File: src/rtl/ddr2_guard_pkg.sv
// Package: shared command encoding for the DDR2 command spacing guard.
// Assumes a 3-bit command field on both the scheduler side and the bus side.
package ddr2_guard_pkg;
    typedef enum logic [2:0] {
        CMD_NOP = 3'd0,
        CMD_ACT = 3'd1,
        CMD_RD  = 3'd2,
        CMD_WR  = 3'd3,
        CMD_PRE = 3'd4
    } ddr2_cmd_e;
endpackage

File: src/rtl/ddr2_lat_calc.sv
// Module: ddr2_lat_calc
// Turns the configured latencies into write latency and the reload values of
// the spacing timers. A timer loaded with N-1 on the issuing edge lets the
// dependent command through N edges later.
// Assumes CL >= 1 and BURST_LEN >= 2, so the write-to-read gap is at least 1.
module ddr2_lat_calc #(
    parameter int CFG_W     = 4,
    parameter int CNT_W     = 7,
    parameter int BURST_LEN = 4
) (
    input  logic [CFG_W-1:0] al,
    input  logic [CFG_W-1:0] cl,
    input  logic [CFG_W-1:0] twtr,
    input  logic [CFG_W-1:0] twr,
    input  logic [CFG_W-1:0] trp,
    output logic [CNT_W-1:0] wl,
    output logic [CNT_W-1:0] wtr_load,
    output logic [CNT_W-1:0] wr_load,
    output logic [CNT_W-1:0] rp_load
);
    localparam int HALF = BURST_LEN / 2;
    localparam logic [CNT_W-1:0] HALF_C = CNT_W'(HALF);

    logic [CNT_W-1:0] rl;
    logic [CNT_W-1:0] wtr_gap;
    logic [CNT_W-1:0] wr_gap;

    // Derive read and write latency, then the three gaps as reload values.
    always_comb begin
        rl       = CNT_W'(al) + CNT_W'(cl);
        wl       = (rl == '0) ? '0 : rl - 1'b1;
        wtr_gap  = ((cl == '0) ? '0 : CNT_W'(cl) - 1'b1) + HALF_C + CNT_W'(twtr);
        wr_gap   = wl + HALF_C + CNT_W'(twr);
        wtr_load = (wtr_gap == '0) ? '0 : wtr_gap - 1'b1;
        wr_load  = (wr_gap == '0) ? '0 : wr_gap - 1'b1;
        rp_load  = (trp == '0) ? '0 : CNT_W'(trp) - 1'b1;
    end
endmodule

File: src/rtl/ddr2_bank_timers.sv
// Module: ddr2_bank_timers
// One write-recovery timer and one precharge timer per bank. Each timer
// saturates at zero. A write to a bank reloads that bank's recovery timer,
// and a precharge reloads that bank's precharge timer.
// Assumes at most one command fires per clock.
module ddr2_bank_timers #(
    parameter int NUM_BANKS = 4,
    parameter int BANK_W    = 2,
    parameter int CNT_W     = 7
) (
    input  logic                 clk,
    input  logic                 rst_n,
    input  logic                 wr_fire,
    input  logic                 pre_fire,
    input  logic [BANK_W-1:0]    bank,
    input  logic [CNT_W-1:0]     wr_load,
    input  logic [CNT_W-1:0]     rp_load,
    output logic [NUM_BANKS-1:0] wr_busy,
    output logic [NUM_BANKS-1:0] rp_busy,
    output logic                 any_busy
);
    genvar b;
    generate
        for (b = 0; b < NUM_BANKS; b++) begin : g_bank
            logic [CNT_W-1:0] wr_cnt;
            logic [CNT_W-1:0] rp_cnt;
            logic             hit;

            assign hit = (bank == BANK_W'(b));

            // Write-recovery countdown for this bank.
            always_ff @(posedge clk) begin
                if (!rst_n)                wr_cnt <= '0;
                else if (wr_fire && hit)   wr_cnt <= wr_load;
                else if (wr_cnt != '0)     wr_cnt <= wr_cnt - 1'b1;
            end

            // Precharge-period countdown for this bank.
            always_ff @(posedge clk) begin
                if (!rst_n)                rp_cnt <= '0;
                else if (pre_fire && hit)  rp_cnt <= rp_load;
                else if (rp_cnt != '0)     rp_cnt <= rp_cnt - 1'b1;
            end

            assign wr_busy[b] = (wr_cnt != '0);
            assign rp_busy[b] = (rp_cnt != '0);
        end
    endgenerate

    assign any_busy = (|wr_busy) | (|rp_busy);
endmodule

File: src/rtl/ddr2_wdata_sched.sv
// Module: ddr2_wdata_sched
// Schedules the write-data enable. On each accepted write it sets the bits
// WL..WL+HALF-1 of a shift register that moves one place toward bit 0 every
// clock, so bit 0 is high during the clocks of the write burst.
// Assumes WL + HALF fits in DEPTH.
module ddr2_wdata_sched #(
    parameter int DEPTH = 32,
    parameter int CNT_W = 7,
    parameter int HALF  = 2
) (
    input  logic             clk,
    input  logic             rst_n,
    input  logic             wr_fire,
    input  logic [CNT_W-1:0] wl,
    output logic             wdata_en,
    output logic             pending
);
    logic [DEPTH-1:0] sched;
    logic [DEPTH-1:0] mask;

    // Build the burst window that a new write adds.
    always_comb begin
        for (int i = 0; i < DEPTH; i++) begin
            mask[i] = (i >= int'(wl)) && (i < int'(wl) + HALF);
        end
    end

    // Shift the schedule toward bit 0 and merge in any new burst.
    always_ff @(posedge clk) begin
        if (!rst_n) sched <= '0;
        else        sched <= {1'b0, sched[DEPTH-1:1]} | (wr_fire ? mask : '0);
    end

    assign wdata_en = sched[0];
    assign pending  = |sched;
endmodule

File: src/rtl/ddr2_cmd_guard.sv
// Module: ddr2_cmd_guard (top)
// Holds back each scheduler command until its spacing rules are met. These
// are write-to-read (a single timer for all banks), write recovery before
// precharge (per bank) and the precharge period before activate (per bank).
// It also drives the write-data enable. The configuration is captured while
// the guard is idle and held until it is idle again.
// Assumes the scheduler keeps an offer stable until it is accepted.
module ddr2_cmd_guard
    import ddr2_guard_pkg::*;
#(
    parameter int CFG_W     = 4,
    parameter int NUM_BANKS = 4,
    parameter int BURST_LEN = 4,
    parameter int BANK_W    = $clog2(NUM_BANKS)
) (
    input  logic              clk,
    input  logic              rst_n,
    input  logic [CFG_W-1:0]  cfg_al,
    input  logic [CFG_W-1:0]  cfg_cl,
    input  logic [CFG_W-1:0]  cfg_twtr,
    input  logic [CFG_W-1:0]  cfg_twr,
    input  logic [CFG_W-1:0]  cfg_trp,
    input  logic              req_valid,
    input  logic [2:0]        req_cmd,
    input  logic [BANK_W-1:0] req_bank,
    output logic              req_ready,
    output logic [2:0]        cmd_out,
    output logic [BANK_W-1:0] cmd_bank,
    output logic              wdata_en
);
    localparam int CNT_W = CFG_W + 3;
    localparam int HALF  = BURST_LEN / 2;
    localparam int DEPTH = 2 * ((1 << CFG_W) - 1) + HALF;

    ddr2_cmd_e        cmd_in;
    logic             fire;
    logic             wr_fire;
    logic             pre_fire;
    logic             idle;
    logic             any_busy;
    logic             pending;
    logic [NUM_BANKS-1:0] wr_busy;
    logic [NUM_BANKS-1:0] rp_busy;
    logic [CNT_W-1:0] wtr_cnt;
    logic [CNT_W-1:0] wl;
    logic [CNT_W-1:0] wtr_load;
    logic [CNT_W-1:0] wr_load;
    logic [CNT_W-1:0] rp_load;

    logic [CFG_W-1:0] al_q, cl_q, twtr_q, twr_q, trp_q;
    logic [CFG_W-1:0] al_a, cl_a, twtr_a, twr_a, trp_a;

    assign cmd_in = ddr2_cmd_e'(req_cmd);
    assign idle   = (wtr_cnt == '0) && !any_busy && !pending;

    // Capture the configuration on every idle clock.
    always_ff @(posedge clk) begin
        if (!rst_n) begin
            al_q <= '0; cl_q <= '0; twtr_q <= '0; twr_q <= '0; trp_q <= '0;
        end else if (idle) begin
            al_q <= cfg_al; cl_q <= cfg_cl; twtr_q <= cfg_twtr;
            twr_q <= cfg_twr; trp_q <= cfg_trp;
        end
    end

    // Live inputs while idle, otherwise the held copy.
    always_comb begin
        al_a   = idle ? cfg_al   : al_q;
        cl_a   = idle ? cfg_cl   : cl_q;
        twtr_a = idle ? cfg_twtr : twtr_q;
        twr_a  = idle ? cfg_twr  : twr_q;
        trp_a  = idle ? cfg_trp  : trp_q;
    end

    ddr2_lat_calc #(.CFG_W(CFG_W), .CNT_W(CNT_W), .BURST_LEN(BURST_LEN)) lat_i (
        .al(al_a), .cl(cl_a), .twtr(twtr_a), .twr(twr_a), .trp(trp_a),
        .wl(wl), .wtr_load(wtr_load), .wr_load(wr_load), .rp_load(rp_load)
    );

    // Readiness: only the rule that applies to the offered command can block.
    always_comb begin
        unique case (cmd_in)
            CMD_RD:  req_ready = (wtr_cnt == '0);
            CMD_PRE: req_ready = !wr_busy[req_bank];
            CMD_ACT: req_ready = !rp_busy[req_bank];
            default: req_ready = 1'b1;
        endcase
    end

    assign fire     = req_valid && req_ready;
    assign wr_fire  = fire && (cmd_in == CMD_WR);
    assign pre_fire = fire && (cmd_in == CMD_PRE);
    assign cmd_out  = fire ? req_cmd : 3'(CMD_NOP);
    assign cmd_bank = fire ? req_bank : '0;

    // Write-to-read countdown, shared by all banks, restarted by every write.
    always_ff @(posedge clk) begin
        if (!rst_n)             wtr_cnt <= '0;
        else if (wr_fire)       wtr_cnt <= wtr_load;
        else if (wtr_cnt != '0) wtr_cnt <= wtr_cnt - 1'b1;
    end

    ddr2_bank_timers #(.NUM_BANKS(NUM_BANKS), .BANK_W(BANK_W), .CNT_W(CNT_W)) banks_i (
        .clk(clk), .rst_n(rst_n), .wr_fire(wr_fire), .pre_fire(pre_fire),
        .bank(req_bank), .wr_load(wr_load), .rp_load(rp_load),
        .wr_busy(wr_busy), .rp_busy(rp_busy), .any_busy(any_busy)
    );

    ddr2_wdata_sched #(.DEPTH(DEPTH), .CNT_W(CNT_W), .HALF(HALF)) wsched_i (
        .clk(clk), .rst_n(rst_n), .wr_fire(wr_fire), .wl(wl),
        .wdata_en(wdata_en), .pending(pending)
    );
endmodule

File: config.mk
export PLATFORM = sky130hd
export DESIGN_NAME = ddr2_cmd_guard
export DESIGN_NICKNAME = d
export VERILOG_FILES = /design/src/rtl/ddr2_guard_pkg.sv /design/src/rtl/ddr2_lat_calc.sv /design/src/rtl/ddr2_bank_timers.sv /design/src/rtl/ddr2_wdata_sched.sv /design/src/rtl/ddr2_cmd_guard.sv
export SDC_FILE = /design/constraint.sdc
export NUM_CORES = 1
export LEC_CHECK = 0
export BUFFER_PORTS_ARGS = -buffer_cell sky130_fd_sc_hd__buf_4
export CORE_MARGIN = 2
export CORE_UTILIZATION = 45
export CTS_BUF_LIST = sky130_fd_sc_hd__clkbuf_4 sky130_fd_sc_hd__clkbuf_8 sky130_fd_sc_hd__clkbuf_16
export CTS_CLUSTER_DIAMETER = 40
export DETAILED_ROUTE_END_ITERATION = 6
export PLACE_DENSITY_LB_ADDON = 0.3
export REMOVE_ABC_BUFFERS = 1
export SLEW_MARGIN = 15
export SYNTH_ARGS = -nofsm -noshare
export SYNTH_HDL_FRONTEND = slang
export SYNTH_SLANG_ARGS = --single-unit
File: constraint.sdc
create_clock -name clk -period 9.9 [get_ports clk]
set_input_delay 2.475 -clock clk [delete_from_list [all_inputs] [get_ports clk]]
set_output_delay 2.475 -clock clk [all_outputs]
set_load 0.05 [all_outputs]
After elaboration in Yosys (flattened, before gate mapping)
Cells that the tools add are included.
{"block": "classes", "n_eq_ne": 7, "add_sub_neg": 20, "muxes": 36, "magnitude_cmp": 65, "shift": 0, "multipliers": 0, "reduce_logical": 77, "div_mod_pow": 0, "bitwise_logic": 2}
{"cell": "< comparator 6 x 32 -> 1 bit (first input constant)", "count": 16}
{"cell": "< comparator 5 x 32 -> 1 bit (first input constant)", "count": 8}
{"cell": "two-way mux 7 bit", "count": 23}
{"cell": "< comparator 4 x 32 -> 1 bit (first input constant)", "count": 4}
{"cell": "greater-or-equal comparator 5 x 7 -> 1 bit (first input constant)", "count": 16}
{"cell": "subtractor 7 x 1 -> 7 bit (second input constant)", "count": 12}
{"cell": "< comparator 3 x 32 -> 1 bit (first input constant)", "count": 2}
{"cell": "nonzero test 7 bit", "count": 9}
{"cell": "greater-or-equal comparator 4 x 7 -> 1 bit (first input constant)", "count": 8}
{"cell": "logical AND 1 bit", "count": 45}
{"cell": "< comparator 1 x 32 -> 1 bit (first input constant)", "count": 1}
{"cell": "< comparator 2 x 32 -> 1 bit (first input constant)", "count": 1}
{"cell": "two-way mux 32 bit", "count": 1}
{"cell": "bitwise OR 31 x 32 -> 32 bit", "count": 1}
{"cell": "OR reduction 32 bit", "count": 1}
{"cell": "greater-or-equal comparator 3 x 7 -> 1 bit (first input constant)", "count": 4}
{"cell": "logical NOT 7 bit", "count": 4}
{"cell": "two-way mux 4 bit", "count": 5}
{"cell": "nonzero test 2 bit", "count": 9}
{"cell": "adder 7 x 2 -> 7 bit (second input constant)", "count": 2}
{"cell": "adder 7 x 4 -> 7 bit", "count": 2}
{"cell": "greater-or-equal comparator 1 x 7 -> 1 bit (first input constant)", "count": 2}
{"cell": "greater-or-equal comparator 2 x 7 -> 1 bit (first input constant)", "count": 2}
{"cell": "subtractor 4 x 1 -> 5 bit (second input constant)", "count": 2}
{"cell": "18 further kinds", "count": 27}
{"block": "word_totals", "ramBits": 0, "n_memories": 0, "out_inout_bits": 7, "ff_bits": 115, "romBits": 0, "latchBits": 0, "in_bits": 28}

Longest topological paths before layout
{"block": "depth", "depth_word": 15, "depth_mapped": 34}

By module
From an unflattened synthesis, not the netlist that was laid out.
{"block": "hier_totals", "cells_unflattened": 882, "hier_area_um2": 7512.2}
{"module": "ddr2_bank_timers", "cells_each": 375, "instances": 1, "seq_area_each_um2": 1121.1, "area_per_inst_um2": 3136.8}
{"module": "ddr2_wdata_sched", "cells_each": 229, "instances": 1, "seq_area_each_um2": 640.6, "area_per_inst_um2": 1889.3}
{"module": "ddr2_cmd_guard", "cells_each": 129, "instances": 1, "seq_area_each_um2": 540.5, "area_per_inst_um2": 1376.3}
{"module": "ddr2_lat_calc", "cells_each": 149, "instances": 1, "seq_area_each_um2": 0.0, "area_per_inst_um2": 1109.8}

Worst setup path after synthesis
Ideal clock, no wire load.
{"block": "synth_path", "path_type": "input-to-output", "start": "input port req_cmd[1]", "end": "output port cmd_bank[0]", "arrival_time_ns": 4.760, "path_buffers": 1, "required_ns": 7.425, "cell_stages": 5, "slack_ns": 2.665, "cell_sequence": "clkbuf_1 -> nor3b_1 -> nand2_1 -> o211ai_1 -> and3_1"}
{"block": "synth_between", "elab_chain_len": 4, "word_cells_on_any_way": 6, "classes_between": "3 x eq/ne; 2 x mux; 1 x reduce/logical"}
{"item": "start: declaration", "line_no": "ddr2_cmd_guard.sv:24", "source": "input logic [2:0] req_cmd,"}
{"item": "equality test 3 x 1 -> 1 bit, or another cell as far along", "line_no": "ddr2_cmd_guard.sv:82", "source": "unique case (cmd_in)"}
{"item": "one-hot mux 1 bit (3 select lines) *", "line_no": "ddr2_cmd_guard.sv:82"}
{"item": "net req_ready", "line_no": "ddr2_cmd_guard.sv:26", "source": "output logic req_ready,"}
{"item": "logical AND 1 bit *", "line_no": "ddr2_cmd_guard.sv:90", "source": "assign fire = req_valid && req_ready;"}
{"item": "two-way mux 2 bit *", "line_no": "ddr2_cmd_guard.sv:94", "source": "assign cmd_bank = fire ? req_bank : '0;"}
{"item": "end: declaration", "line_no": "ddr2_cmd_guard.sv:28", "source": "output logic [BANK_W-1:0] cmd_bank,"}
Mark *: on every way through the listed nets, which the timed path passes. The rest lies on a longest branch.

Worst setup path in the final report
{"block": "layout_path", "start": "register banks_i.g_bank[2].rp_cnt[0]", "end": "register banks_i.g_bank[2].wr_cnt[3]"}
{"block": "layout_between", "elab_chain_len": 15, "word_cells_on_any_way": 27, "classes_between": "5 x add/sub; 9 x mux; 1 x bitwise; 12 x reduce/logical"}
{"item": "start: declaration", "line_no": "ddr2_bank_timers.sv:26", "source": "logic [CNT_W-1:0] rp_cnt;"}
{"item": "start signal: assignment", "line_no": "ddr2_bank_timers.sv:41", "source": "else if (pre_fire && hit) rp_cnt <= rp_load;"}
{"item": "start signal: assignment", "line_no": "ddr2_bank_timers.sv:42", "source": "else if (rp_cnt != '0) rp_cnt <= rp_cnt - 1'b1;"}
{"item": "nonzero test 7 bit *", "line_no": "ddr2_bank_timers.sv:46", "source": "assign rp_busy[b] = (rp_cnt != '0);"}
{"item": "OR reduction 4 bit", "line_no": "ddr2_bank_timers.sv:50", "source": "assign any_busy = (|wr_busy) | (|rp_busy);"}
{"item": "bitwise OR 1 bit", "line_no": "ddr2_bank_timers.sv:50"}
{"item": "logical NOT 1 bit", "line_no": "ddr2_cmd_guard.sv:54", "source": "assign idle = (wtr_cnt == '0) && !any_busy && !pending;"}
{"item": "logical AND 1 bit (2 in series)", "line_no": "ddr2_cmd_guard.sv:54"}
{"item": "two-way mux 4 bit"}
{"item": "adder 4 x 4 -> 5 bit", "line_no": "ddr2_lat_calc.sv:30", "source": "rl = CNT_W'(al) + CNT_W'(cl);"}
{"item": "subtractor 7 x 1 -> 7 bit / logical NOT 7 bit (equally long branches)", "line_no": "ddr2_lat_calc.sv:31", "source": "wl = (rl == '0) ? '0 : rl - 1'b1;"}
{"item": "two-way mux 7 bit", "line_no": "ddr2_lat_calc.sv:31"}
{"item": "adder 7 x 2 -> 7 bit", "line_no": "ddr2_lat_calc.sv:33", "source": "wr_gap = wl + HALF_C + CNT_W'(twr);"}
{"item": "adder 7 x 4 -> 7 bit", "line_no": "ddr2_lat_calc.sv:33"}
{"item": "subtractor 7 x 1 -> 7 bit / logical NOT 7 bit (equally long branches)", "line_no": "ddr2_lat_calc.sv:35", "source": "wr_load = (wr_gap == '0) ? '0 : wr_gap - 1'b1;"}
{"item": "two-way mux 7 bit", "line_no": "ddr2_lat_calc.sv:35"}
{"item": "two-way mux 7 bit", "line_no": "ddr2_bank_timers.sv:34", "source": "else if (wr_fire && hit) wr_cnt <= wr_load;"}
{"item": "end signal: assignment", "line_no": "ddr2_bank_timers.sv:34"}
{"item": "end signal: assignment", "line_no": "ddr2_bank_timers.sv:35", "source": "else if (wr_cnt != '0) wr_cnt <= wr_cnt - 1'b1;"}
{"item": "end: declaration", "line_no": "ddr2_bank_timers.sv:25", "source": "logic [CNT_W-1:0] wr_cnt;"}
Every way passes the cells marked *; elsewhere a longest branch is shown, timed or not. The select of a mux whose other input is x is not followed.
A chain may end at the register's enable or synchronous reset.

==> flow_summary.html <==
<table>
<tr><th>Metric</th><th>Value</th></tr>
<tr><th colspan="2">Layout</th></tr>
<tr><td>Combined area of the multi-input logic cells</td><td>5370 µm²</td></tr>
<tr><td>Area growth syn-to-layout</td><td>12.8%</td></tr>
<tr><td>Fraction of layout instances using a drive strength above 1</td><td>roughly a tenth</td></tr>
<tr><td>Final instance count without filler cells</td><td>1272</td></tr>
<tr><td>Total area of sequential cells</td><td>about 2300 µm²</td></tr>
<tr><td>Nets</td><td>1115</td></tr>
<tr><td>Number of fill cells</td><td>about 1.7k</td></tr>
<tr><td>Diode count</td><td>0</td></tr>
<tr><td>Post-route cell area</td><td>just over 9000 µm²</td></tr>
<tr><th colspan="2">Critical path</th></tr>
<tr><td>Worst Setup EP</td><td>banks_i.g_bank[2].wr_cnt[3]</td></tr>
<tr><td>Cell with the largest stage delay on the worst path</td><td>nor4_2</td></tr>
<tr><td>Worst setup startpoint</td><td>banks_i.g_bank[2].rp_cnt[0]</td></tr>
<tr><td>CP Capture Type</td><td>flip-flop</td></tr>
<tr><td>Maximum fanout count along the critical path</td><td>18</td></tr>
<tr><td>Cell seen most often among critical-path stages</td><td>ha_1</td></tr>
<tr><td>Critical path startpoint category</td><td>flip-flop</td></tr>
<tr><td>Worst reg-to-reg path cell count</td><td>27</td></tr>
<tr><td>Destination of the worst register-to-register timing path</td><td>banks_i.g_bank[2].wr_cnt[3]</td></tr>
<tr><td>Data required time of the critical path</td><td>roughly 10000 ps</td></tr>
<tr><td>Setup slack, reg-to-reg</td><td>1820 ps</td></tr>
<tr><td>Delay contributed by the slowest stage of the critical path</td><td>640 ps</td></tr>
<tr><td>Critical register-to-register path startpoint</td><td>banks_i.g_bank[2].rp_cnt[0]</td></tr>
<tr><td>Data arrival time of the worst path</td><td>8400 ps</td></tr>
<tr><td>Kind of critical path</td><td>flip-flop to flip-flop</td></tr>
<tr><th colspan="2">Timing</th></tr>
<tr><td>Aggregate negative setup slack</td><td>0 ps</td></tr>
<tr><td>Maximum clock frequency</td><td>between 0.1 and 0.15 GHz</td></tr>
<tr><td>Share of the cycle needed by the critical path after routing</td><td>81.6%</td></tr>
<tr><td>Max_slew headroom</td><td>a little over two fifths</td></tr>
<tr><td>Worst Tran Pin Value</td><td>between 800 and 900 ps</td></tr>
<tr><td>Final min period</td><td>slightly above 8000 ps</td></tr>
<tr><td>Final setup viols</td><td>0</td></tr>
<tr><td>Slew Viols, Final</td><td>0</td></tr>
<tr><td>Hold violation total from the final report</td><td>0</td></tr>
<tr><td>Clock tree skew after final layout</td><td>roughly 10 ps</td></tr>
<tr><td>Unrepaired setup endpoints after global routing</td><td>false</td></tr>
<tr><th colspan="2">Detailed routing</th></tr>
<tr><td>First-pass DRT Iterations</td><td>5</td></tr>
<tr><td>DR DRC count</td><td>0</td></tr>
<tr><td>Total via count in the routed design</td><td>between 7k and 8k</td></tr>
<tr><td>Vias per cell</td><td>around 5.9</td></tr>
<tr><td>Total Routed Length</td><td>between 20000 and 25000 µm</td></tr>
<tr><td>DRC violation total after the first TritonRoute iteration</td><td>542</td></tr>
<tr><td>Detail Route Antenna Nets</td><td>0</td></tr>
<tr><td>Final routed wire length divided by cell count</td><td>17.0 µm</td></tr>
<tr><th colspan="2">Clock network</th></tr>
<tr><td>Count of hold buffers inserted by post-cts repair</td><td>0</td></tr>
<tr><td>CTS resizes</td><td>0</td></tr>
<tr><td>Clk sink count</td><td>115</td></tr>
<tr><td>Worst-path clk slew</td><td>60 ps</td></tr>
<tr><td>Library cell used as clock root buffer</td><td>clkbuf_16</td></tr>
<tr><td>Number of setup buffers added after CTS</td><td>0</td></tr>
<tr><td>Clock buffer depth</td><td>2</td></tr>
<tr><td>TritonCTS clock tree</td><td>done</td></tr>
<tr><td>Number of clock buffers inserted by TritonCTS</td><td>17</td></tr>
<tr><td>Clock latency on the worst-skew pair</td><td>430 ps</td></tr>
<tr><td>Max H-tree Level</td><td>4</td></tr>
<tr><th colspan="2">Logic synthesis</th></tr>
<tr><td>Top area cells in the synthesized netlist</td><td>dfxtp_1 (28%), ha_1 (8.3%), nand2_1 (5.3%), a21oi_1 (4.4%), nor2_1 (3.8%)</td></tr>
<tr><td>Number of enable-type register cells in the synthesized netlist</td><td>0</td></tr>
<tr><td>Gate Count Post-Synth</td><td>1016</td></tr>
<tr><td>Leading cell types by count after synthesis</td><td>dfxtp_1 (115), nand2_1 (115), nor2_1 (83), a21oi_1 (71), inv_1 (63)</td></tr>
<tr><td>Average instance area after synthesis</td><td>approximately 8.0 µm²</td></tr>
<tr><td>Post-synthesis instance area</td><td>8090 µm²</td></tr>
<tr><td>Top FF cell, synth</td><td>dfxtp_1</td></tr>
<tr><td>Dominant cell type by area after synthesis</td><td>dfxtp_1</td></tr>
<tr><td>Post-synthesis sequential element count</td><td>115</td></tr>
<tr><td>Async SR Flop Fraction</td><td>0%</td></tr>
<tr><td>Sequential area share after synthesis</td><td>28.4%</td></tr>
<tr><td>Post-synth top area share</td><td>28.4%</td></tr>
<tr><td>Number of distinct library cell variants in the gate-level netlist after synthesis</td><td>81</td></tr>
<tr><td>Synth warn</td><td>0</td></tr>
<tr><th colspan="2">Power and ir drop</th></tr>
<tr><td>Sequential Power Share</td><td>between 30% and 40%</td></tr>
<tr><td>Pint</td><td>roughly 1400 µW</td></tr>
<tr><td>Switching share of power</td><td>between 30% and 40%</td></tr>
<tr><td>Relative contribution of combinational cells to total power</td><td>between 30% and 40%</td></tr>
<tr><td>Total power after layout</td><td>2120 µW</td></tr>
<tr><td>Power per cell area</td><td>between 200 and 250 nW/µm²</td></tr>
<tr><td>Worst voltage drop across the vdd grid</td><td>approximately 0.00014 V</td></tr>
<tr><td>Switching pwr</td><td>746 µW</td></tr>
<tr><td>Lkg Pwr</td><td>slightly below 0.004 µW</td></tr>
<tr><td>Part of the power in the clock network</td><td>between 30% and 40%</td></tr>
<tr><th colspan="2">Placed design</th></tr>
<tr><td>Port Buf Inserts</td><td>34</td></tr>
<tr><td>Routability-driven placement congestion ratio</td><td>between 0.9 and 1</td></tr>
<tr><td>HPWL after detailed placement</td><td>~15000 µm</td></tr>
<tr><td>Cell count after placement</td><td>roughly 1.2k</td></tr>
<tr><td>Cell area reported after detailed placement</td><td>8500 µm²</td></tr>
<tr><th colspan="2">Floorplanning</th></tr>
<tr><td>Die width</td><td>between 100 and 150 µm</td></tr>
<tr><td>Effective utilization at floorplan</td><td>between 40% and 50%</td></tr>
<tr><td># rows</td><td>between 40 and 50</td></tr>
<tr><td>CORE AREA</td><td>between 15000 and 20000 µm²</td></tr>
<tr><td>I/O Pins</td><td>35</td></tr>
<tr><td>Die height</td><td>around 140 µm</td></tr>
<tr><td>Die Outline Area</td><td>around 19000 µm²</td></tr>
<tr><th colspan="2">Hold path</th></tr>
<tr><td>Path class of the lowest-slack min-delay path</td><td>flip-flop to flip-flop</td></tr>
<tr><th colspan="2">Run</th></tr>
<tr><td>Total of max-cap violations</td><td>0</td></tr>
<tr><th colspan="2">Global route</th></tr>
<tr><td>Leftover overflow at the end of global routing</td><td>0</td></tr>
<tr><td>Initial antenna violation count</td><td>0</td></tr>
<tr><td>Overall global routing resource usage</td><td>a little under a quarter</td></tr>
<tr><td>Number of global-route vias before repair</td><td>roughly 7.2k</td></tr>
<tr><td>Maximum number of pins on one net before global-route repair</td><td>53</td></tr>
<tr><td>Wire length of the first global-routing pass</td><td>between 30000 and 40000 µm</td></tr>
<tr><th colspan="2">Status</th></tr>
<tr><td>Run status</td><td>finished, final reports clean</td></tr>
</table>
[layout by cell type, fill, tap and decap left out, drive strengths merged, types with 6 or more instances in the layout]
cell type  instances
nand3             37
dfxtp            115
or3                9
nor4              28
o21ai             30
a221oi             6
xnor2             35
o221ai             6
a31oi              9
nor2b             14
nor3              40
nand2b             6
a21o               6
inv               65
o31ai             12
clkbuf            23
o21a              18
xor2              25
a32o              10
and2              10
a21oi             71
ha                54
and3              22
mux2i             26
a211oi            12
nand4             20
o211ai            21
nand2            116
nor2              83
o41ai              8
buf               39
[state kept, by name, summed over array words and instances, names as in the netlist]
name,count
cl_q,4
wtr_cnt,7
al_q,4
banks_i.g_bank.rp_cnt,28
twr_q,4
wsched_i.sched,32
banks_i.g_bank.wr_cnt,28
twtr_q,4
trp_q,4
[cell families (layout without fill, tap and decap cells)]
kind of cell | after synthesis | in the layout | synth area share (%)
fa+ha+maj | 57 | 57 | 9.09
simple gates | 405 | 405 | 25.2
buf+inv | 109 | 136 | 5.22
flops | 115 | 115 | 28.4
mux | 28 | 28 | 3.65
xor+xnor | 60 | 60 | 6.49
compound gates | 242 | 242 | 21.9
[power by group through the flow]
stage                     Combinational, µW  Clock (µW)  Sequential [µW]
after CTS                               811         675              637
after global routing                    922         696              654
after detailed placement                800           0              645
after global placement                  785           0              645
final                                   812         666              639
after floorplan                         656           0              630
[critical path, delay by kind of cell, from the launching register on]
kind / cells / cell delay (ps)
AOI/OAI and AO/OA: 9 / 2540
adders and majority gates: 4 / 1170
buffers and inverters: 3 / 350
DFF: 1 / 330
muxes: 3 / 1420
and+or+nand+nor: 8 / 2160
[worst min path at each step]
stage	start	endpoint	slack, ps	depth (start not counted)
2_1_floorplan	wsched_i.sched[18]	wsched_i.sched[17]	440	2
3_3_place_gp	twr_q[2]	twr_q[2]	450	2
3_5_place_dp	twtr_q[0]	twtr_q[0]	460	2
4_1_cts	wsched_i.sched[9]	wsched_i.sched[8]	460	2
5_1_grt	twr_q[2]	twr_q[2]	480	2
6_report	twtr_q[0]	twtr_q[0]	460	2
[metrics by stage]
stage,util [%],setup WS [ps],hold slack [ps]
2_1_floorplan,-,2800,438
3_3_place_gp,47.8,2070,448
3_5_place_dp,47.8,1910,455
4_1_cts,51.4,1950,461
5_1_grt,51.4,1160,478
6_report,51.4,1820,458
[layout make-up]
class	instances	area share [%]
Sequential cell	115	25.2
Timing Repair Buffer	39	3.21
Clock buffer	23	5.29
Tap cell	229	3.14
Inverter	65	2.70
Multi-Input combinational cell	792	58.8
Clock inverter	9	1.67
[routing by layer]
metal | vias to the layer above | GRT usage [%] | wire, µm
met5 | - | 0 | 0
met4 | 0 | 9.72 | 673
met3 | 53 | 4.75 | 1240
met2 | 243 | 36.7 | 9880
met1 | 3501 | 29.4 | 9860
li1 | 3718 | - | -
No activity file was read; power rests on OpenSTA's default activity.
